[src/rtl/mdm_pkg.sv]
package mdm_pkg;
  typedef enum logic {
    RTS_PROGRAM  = 1'b0,
    RTS_SYNC_OUT = 1'b1
  } rts_role_e;

  localparam int MDM_NPINS = 2;
  localparam int MDM_CTS   = 0;
  localparam int MDM_DCD   = 1;
endpackage

[src/rtl/mdm_pin_watch.sv]
module mdm_pin_watch #(
  parameter int STAGES = 2
) (
  input  logic clk,
  input  logic rst_n,
  input  logic pin_n_i,
  input  logic det_en_i,
  input  logic clr_i,
  output logic level_o,
  output logic chg_o
);
  logic [STAGES-1:0] sr_q, sr_d;
  logic              prev_q, prev_d;
  logic              chg_q, chg_d;
  logic              edge_seen;

  assign edge_seen = sr_q[STAGES-1] ^ prev_q;

  always_comb begin
    sr_d   = {sr_q[STAGES-2:0], pin_n_i};
    prev_d = sr_q[STAGES-1];
    chg_d  = chg_q;
    if (clr_i)                chg_d = 1'b0;
    if (det_en_i && edge_seen) chg_d = 1'b1;
  end

  always_ff @(posedge clk or negedge rst_n) begin
    if (!rst_n) begin
      sr_q   <= '1;
      prev_q <= 1'b1;
      chg_q  <= 1'b0;
    end else begin
      sr_q   <= sr_d;
      prev_q <= prev_d;
      chg_q  <= chg_d;
    end
  end

  assign level_o = ~sr_q[STAGES-1];
  assign chg_o   = chg_q;
endmodule

[src/rtl/mdm_loop_ctl.sv]
module mdm_loop_ctl (
  input  logic clk,
  input  logic rst_n,
  input  logic loop_i,
  input  logic on_i,
  input  logic off_i,
  output logic drive_n_o,
  output logic oe_o
);
  logic ctl_q, ctl_d;
  logic oe_q, oe_d;

  always_comb begin
    oe_d  = loop_i;
    ctl_d = ctl_q;
    if (!loop_i)    ctl_d = 1'b0;
    else if (off_i) ctl_d = 1'b0;
    else if (on_i)  ctl_d = 1'b1;
  end

  always_ff @(posedge clk or negedge rst_n) begin
    if (!rst_n) begin
      ctl_q <= 1'b0;
      oe_q  <= 1'b0;
    end else begin
      ctl_q <= ctl_d;
      oe_q  <= oe_d;
    end
  end

  assign drive_n_o = ~ctl_q;
  assign oe_o      = oe_q;
endmodule

[src/rtl/mdm_sync_delay.sv]
module mdm_sync_delay (
  input  logic clk,
  input  logic rst_n,
  input  logic det_i,
  input  logic tick_i,
  output logic out_o
);
  logic det_q, pend_q, pend_d, out_q, out_d;
  logic rise;

  assign rise = det_i & ~det_q;

  always_comb begin
    pend_d = pend_q;
    out_d  = out_q;
    if (rise)        pend_d = 1'b1;
    else if (tick_i) pend_d = 1'b0;
    if (tick_i && !rise) begin
      if (pend_q)      out_d = 1'b1;
      else if (!det_i) out_d = 1'b0;
    end
  end

  always_ff @(posedge clk or negedge rst_n) begin
    if (!rst_n) begin
      det_q  <= 1'b0;
      pend_q <= 1'b0;
      out_q  <= 1'b0;
    end else begin
      det_q  <= det_i;
      pend_q <= pend_d;
      out_q  <= out_d;
    end
  end

  assign out_o = out_q;
endmodule

[src/rtl/mdm_pin_unit.sv]
module mdm_pin_unit
  import mdm_pkg::*;
#(
  parameter int SYNC_STAGES = 2
) (
  input  logic clk,
  input  logic rst_n,
  input  logic cts_pin_n_i,
  input  logic dcd_pin_n_i,
  input  logic cfg_cts_txen_i,
  input  logic cfg_loop_i,
  input  logic cfg_dcd_rxen_i,
  input  logic cfg_dcd_extsync_i,
  input  logic cfg_rts_sync_i,
  input  logic cfg_ie_cts_i,
  input  logic cfg_ie_dcd_i,
  input  logic cmd_loop_on_i,
  input  logic cmd_loop_off_i,
  input  logic cmd_rts_set_i,
  input  logic cmd_rts_clr_i,
  input  logic clr_cts_chg_i,
  input  logic clr_dcd_chg_i,
  input  logic rx_sync_det_i,
  input  logic bit_tick_i,
  output logic tx_enable_o,
  output logic rx_enable_o,
  output logic rx_ext_sync_o,
  output logic cts_level_o,
  output logic dcd_level_o,
  output logic cts_drive_n_o,
  output logic cts_oe_o,
  output logic rts_drive_n_o,
  output logic cts_chg_o,
  output logic dcd_chg_o,
  output logic irq_cts_o,
  output logic irq_dcd_o
);
  logic [MDM_NPINS-1:0] pin_n, det_en, clr, lvl, chg;
  logic                 sync_out;
  logic                 rts_q, rts_d;
  rts_role_e            rts_role;

  assign pin_n[MDM_CTS]  = cts_pin_n_i;
  assign pin_n[MDM_DCD]  = dcd_pin_n_i;
  assign det_en[MDM_CTS] = ~cfg_loop_i;
  assign det_en[MDM_DCD] = 1'b1;
  assign clr[MDM_CTS]    = clr_cts_chg_i;
  assign clr[MDM_DCD]    = clr_dcd_chg_i;

  for (genvar g = 0; g < MDM_NPINS; g++) begin : g_watch
    mdm_pin_watch #(.STAGES(SYNC_STAGES)) u_watch (
      .clk      (clk),
      .rst_n    (rst_n),
      .pin_n_i  (pin_n[g]),
      .det_en_i (det_en[g]),
      .clr_i    (clr[g]),
      .level_o  (lvl[g]),
      .chg_o    (chg[g])
    );
  end

  mdm_loop_ctl u_loop (
    .clk       (clk),
    .rst_n     (rst_n),
    .loop_i    (cfg_loop_i),
    .on_i      (cmd_loop_on_i),
    .off_i     (cmd_loop_off_i),
    .drive_n_o (cts_drive_n_o),
    .oe_o      (cts_oe_o)
  );

  mdm_sync_delay u_sync (
    .clk    (clk),
    .rst_n  (rst_n),
    .det_i  (rx_sync_det_i),
    .tick_i (bit_tick_i),
    .out_o  (sync_out)
  );

  always_comb begin
    rts_d = rts_q;
    if (cmd_rts_clr_i)      rts_d = 1'b0;
    else if (cmd_rts_set_i) rts_d = 1'b1;
  end

  always_ff @(posedge clk or negedge rst_n) begin
    if (!rst_n) rts_q <= 1'b0;
    else        rts_q <= rts_d;
  end

  assign rts_role      = rts_role_e'(cfg_rts_sync_i);
  assign rts_drive_n_o = (rts_role == RTS_SYNC_OUT) ? ~sync_out : ~rts_q;

  assign cts_level_o   = lvl[MDM_CTS];
  assign dcd_level_o   = lvl[MDM_DCD];
  assign tx_enable_o   = (cfg_cts_txen_i && !cfg_loop_i) ? lvl[MDM_CTS] : 1'b1;
  assign rx_enable_o   = (cfg_dcd_rxen_i && !cfg_dcd_extsync_i) ? lvl[MDM_DCD] : 1'b1;
  assign rx_ext_sync_o = cfg_dcd_extsync_i & lvl[MDM_DCD];
  assign cts_chg_o     = chg[MDM_CTS];
  assign dcd_chg_o     = chg[MDM_DCD];
  assign irq_cts_o     = chg[MDM_CTS] & cfg_ie_cts_i;
  assign irq_dcd_o     = chg[MDM_DCD] & cfg_ie_dcd_i;
endmodule

[config.mk]
export PLATFORM = sky130hd
export DESIGN_NAME = mdm_pin_unit
export DESIGN_NICKNAME = d
export VERILOG_FILES = /design/src/rtl/mdm_pkg.sv /design/src/rtl/mdm_pin_watch.sv /design/src/rtl/mdm_loop_ctl.sv /design/src/rtl/mdm_sync_delay.sv /design/src/rtl/mdm_pin_unit.sv
export SDC_FILE = /design/constraint.sdc
export NUM_CORES = 1
export LEC_CHECK = 0
export BUFFER_PORTS_ARGS = -buffer_cell sky130_fd_sc_hd__buf_4
export CAP_MARGIN = 40
export CELL_PAD_IN_SITES_DETAIL_PLACEMENT = 1
export CELL_PAD_IN_SITES_GLOBAL_PLACEMENT = 1
export CORE_MARGIN = 2
export CORE_UTILIZATION = 33
export CTS_BUF_LIST = sky130_fd_sc_hd__clkbuf_2
export DETAILED_ROUTE_END_ITERATION = 7
export PLACE_DENSITY_LB_ADDON = 0.2
export SETUP_SLACK_MARGIN = 0.2
export SLEW_MARGIN = 20
export SYNTH_ARGS = -nofsm -noshare
export SYNTH_HDL_FRONTEND = slang
export SYNTH_SLANG_ARGS = --single-unit
[constraint.sdc]
create_clock -name clk -period 2.35 [get_ports clk]
set_input_delay 0.1175 -clock clk [delete_from_list [all_inputs] [get_ports clk]]
set_output_delay 0.1175 -clock clk [all_outputs]
set_load 0.02 [all_outputs]
Word-level counts from Yosys, hierarchy flattened. Cells that the tools add are included. W data, S select, Z words.

Mux-type cells: 16. Multipliers: 0. Add/subtract/negate cells: 0. Div/mod/pow operators: 0. Reduce and logical (&&, ||, !) cells: 12. $lt $le $gt $ge: 0. Equal/unequal tests: 2. Shift-type cells: 0. Bitwise operators: 13.

Operators with widths (number): $mux W1 (16); $reduce_bool A2 Y1 (4); $not A1 Y1 (7); $and A1 B1 Y1 (4); $logic_and A1 B1 Y1 (4); $logic_not A1 Y1 (3); $ne A3 B1 Y1 const B (1); $ne A2 B1 Y1 const B (1); $reduce_and A2 Y1 (1); $xor A1 B1 Y1 (2).

Logic and storage cells: 55. Memories: 0. ROM bits: 0. Memory bits (writable): 0. Bits in latches: 0. Register bits: 14.

Longest topological paths before layout.
Word-level depth: 5. Depth in mapped cells: 2. Gate-level depth less buffers: 2.

Cells and area by module. Synthesis repeated with hierarchy kept, for this count alone.

Cells, all modules: 39. Area total of the unflattened synthesis: 523.0 um2.

By module, submodules not included: mdm_pin_watch (cells each 8, instances 2, area an instance 128.9 um2, seq. area each 103.8 um2); mdm_sync_delay (cells each 8, instances 1, area an instance 106.4 um2, seq. area each 75.1 um2); mdm_pin_unit (cells each 10, instances 1, area an instance 88.8 um2, seq. area each 25.0 um2); mdm_loop_ctl (cells each 5, instances 1, area an instance 70.1 um2, seq. area each 50.0 um2).

Worst setup path before layout. OpenSTA, ideal clock, no wires.

Kind: reg2out. From: reg g_watch[1].u_watch.sr_q[1]. To: out rx_enable_o. Data required time: 2.233 ns. Arrival: 0.737 ns. Cell stages (with the launch flop): 2. Buffers on the path: 0. Slack: 1.496 ns. Cell sequence: dfstp_2 nand3b_1.

Longest elaborated chain between the ends: 2.

RTL lines: from (decl) (line mdm_pin_watch.sv:12) `logic [STAGES-1:0] sr_q, sr_d;`; from (signal assigned) (line mdm_pin_watch.sv:33) `sr_q <= sr_d;`; $not A1 Y1 (line mdm_pin_watch.sv:39) `assign level_o = ~sr_q[STAGES-1];`; $mux W1 (line mdm_pin_unit.sv:97) `assign rx_enable_o = (cfg_dcd_rxen_i && !cfg_dcd_extsync_i) ? lvl[MDM_DCD] : 1'b1;`; to (decl) (line mdm_pin_unit.sv:26) `output logic rx_enable_o,`.

No other way between the ends.

Worst setup path in the final report.
From: in cfg_loop_i. To: out tx_enable_o.

Longest elaborated chain between the ends: 3.

RTL lines: from (decl) (line mdm_pin_unit.sv:11) `input logic cfg_loop_i,`; $logic_not A1 Y1 (line mdm_pin_unit.sv:96) `assign tx_enable_o = (cfg_cts_txen_i && !cfg_loop_i) ? lvl[MDM_CTS] : 1'b1;`; $logic_and A1 B1 Y1 (line mdm_pin_unit.sv:96); $mux W1 (line mdm_pin_unit.sv:96); to (decl) (line mdm_pin_unit.sv:25) `output logic tx_enable_o,`.

No other way between the ends.

==> impl_metrics.ini <==
[timing]
hold_viol_final = 0
rsz0062_at_grt = false
finalWorstSetupSlack_ns = 1.13
finalSetupViolations = 0
fmax_mhz = 819
worstMarginPinSlew_ns = 0.176
min_period_over_period = 0.520
finClkSkew_ns = 0.00572
fin_hold_ws_ns = 0.0230
period_needed_ns = 1.22
slew-limit-headroom = 0.882
tns_ns = 0
slew_violations = 0

[cells_and_area]
multiInputGateArea_um2 = 119
postLayoutCellArea_um2 = 830
area_delta_synth_final_pct = 66.2
final_nets = 99
ff_latch_area_um2 = 358
fill_cells = 171
diodes = 0
drive_gt1_frac = 0.500
final_cells = 94
fin_util = 0.571

[setup_path]
critPathSlowestCell = dlygate4sd3_1
crit_top_cell = buf_4
crit_arrival_ns = 1.10
end_kind = primary output
worstPathMaxFanout = 4
path_class = in2out
path_buf_inv = 3
path_delay_family = buffers and inverters
path_cells = dlygate4sd3_1 > buf_4 > nand3b_1 > buf_4
slowest_delay_ns = 0.54
startpoint_type = input port
worstPathRequired_ns = 2.23

[detailed_routing]
num_vias = 417
ant_nets = 0
drc = 0
viasPerCell = 4.44
postRouteWirelength_um = 1040
wl_per_cell_um = 11.1
dr.pass1.iters = 1
drt_iter0_markers = 0

[logic_synthesis]
syn_nets = 57
synth_area_leaders = dfrtp_1, dfstp_2, inv_1
syn_area_um2 = 499
synth.avg_cell_area_um2 = 13.1
synth-async-reset-ratio = 1.00
ys.flop_type = dfrtp_1
ys_seq_area_frac = 0.717
synth_cell_types = 14
synthTopCellsByCount = dfrtp_1, dfstp_2, inv_1
ys_warn_count = 0
ys_ff_latch = 14
synth_edf_count = 0
synth_top_area_cell = dfrtp_1
yosysMostFrequentCell = dfrtp_1
yosys.area.top_type_share = 0.401
synth_cells = 38

[clocking]
cts_buffers = 3
cts_resized = 0
cts_sinks = 14
cts-root-buf = clkbuf_2
clkTransAtPathRegs_ns = 0.13
cts_buffer_depth = 2
cts_tree = done
clk_latency_ns = 0.26
htreeDepth = 1

[global_routing]
grt_pass1_wl_um = 1730
antenna_found_initial = 0
track_usage = 0.127
grt-ovfl-total = 0
grt_pass1_vias = 412
grt_start_max_net_pins = 15

[job]
cap_violations = 0

[placed_design]
placed_cells = 84
pre_cts_ws_ns = 1.43
place.gp.congestion = 0.646
place_area_um2 = 744
portBuffers = 30

[pwr]
power_mw = 0.478
leakagePower_nw = 0.411
vdd_drop_max_uv = 326
power_density_mw_per_mm2 = 577

[floorplan]
start_util = 0.343
ios = 31
row_count = 14
die_y_um = 42.9
die_w_um = 42.9
die-area_mm2 = 0.00184
core_area_mm2 = 0.00145

[run_status]
outcome = finished, final reports clean

[min_path]
hp-class = in2reg
[power breakdown]
part / switching (mW) / total, mW / internal (mW)
Clock: 0.0698 / 0.105 / 0.0348
Sequential: 0.0101 / 0.272 / 0.262
Combinational: 0.0438 / 0.101 / 0.0576
[layout by cell type (no fill, tap or decap), types with 3 or more instances in the layout]
master         count
buf_4             30
dfrtp_1            8
dlygate4sd3_1      7
inv_1              6
dfstp_2            6
nor2_1             3
clkbuf_2           3
[final cells by class]
class / instances / share of cell area
inverter: 6 / 0.0271
timing repair buffer: 37 / 0.356
sequential: 14 / 0.431
multi-input combinational: 18 / 0.143
tap: 16 / 0.0241
clock buffer: 3 / 0.0181
[routing by layer]
layer  wire [µm]  global-route usage  up-vias
met5           0                   0        -
met2         507               0.200       21
met3         107              0.0298        2
li1            -                   -      199
met1         421               0.156      195
met4           4              0.0750        0
[flip-flops by register name, summed over array words and instances (netlist names)]
| register | flops |
|---|---|
| u_loop.oe_o | 1 |
| g_watch.u_watch.sr_q | 4 |
| rts_q | 1 |
| g_watch.u_watch.chg_o | 2 |
| g_watch.u_watch.prev_q | 2 |
| u_loop.ctl_q | 1 |
| u_sync.det_q | 1 |
| u_sync.out_o | 1 |
| u_sync.pend_q | 1 |
[logic make-up after synthesis]
kind of cell	count (synthesis)	share of synthesized area
XOR/XNOR	2	0.0351
buffers and inverters	6	0.0451
AND/OR/NAND/NOR	11	0.130
flip-flops	14	0.717
multiplexers	1	0.0201
AO/OA/AOI/OAI	4	0.0526
[worst paths after layout]
| path | start | end | slack [ns] | depth (start not counted) |
|---|---|---|---|---|
| max | cfg_loop_i | tx_enable_o | 1.13 | 4 |
| min | clr_dcd_chg_i | g_watch[1].u_watch.chg_o | 0.02 | 2 |
| max reg2reg | g_watch[1].u_watch.sr_q[1] | g_watch[1].u_watch.chg_o | 1.45 | 2 |
| min reg2reg | g_watch[0].u_watch.sr_q[0] | g_watch[0].u_watch.sr_q[1] | 0.36 | 0 |
| max in group asynchronous | rst_n | g_watch[0].u_watch.prev_q | 1.89 | 2 |
| min in group asynchronous | rst_n | g_watch[1].u_watch.chg_o | 0.22 | 2 |
[timing repair]
item,4_1_cts,5_1_grt
hold buffers,7,0
endpoints found under the hold margin,20,0
buffers inserted,0,0
[worst reg2reg max path, delay by kind of cell (launching register included)]
family | cells | cell delay [ns]
AO/OA/AOI/OAI | 1 | 0.09
XOR/XNOR | 1 | 0.12
flip-flops | 1 | 0.59
(Power assumes the default switching activity.)
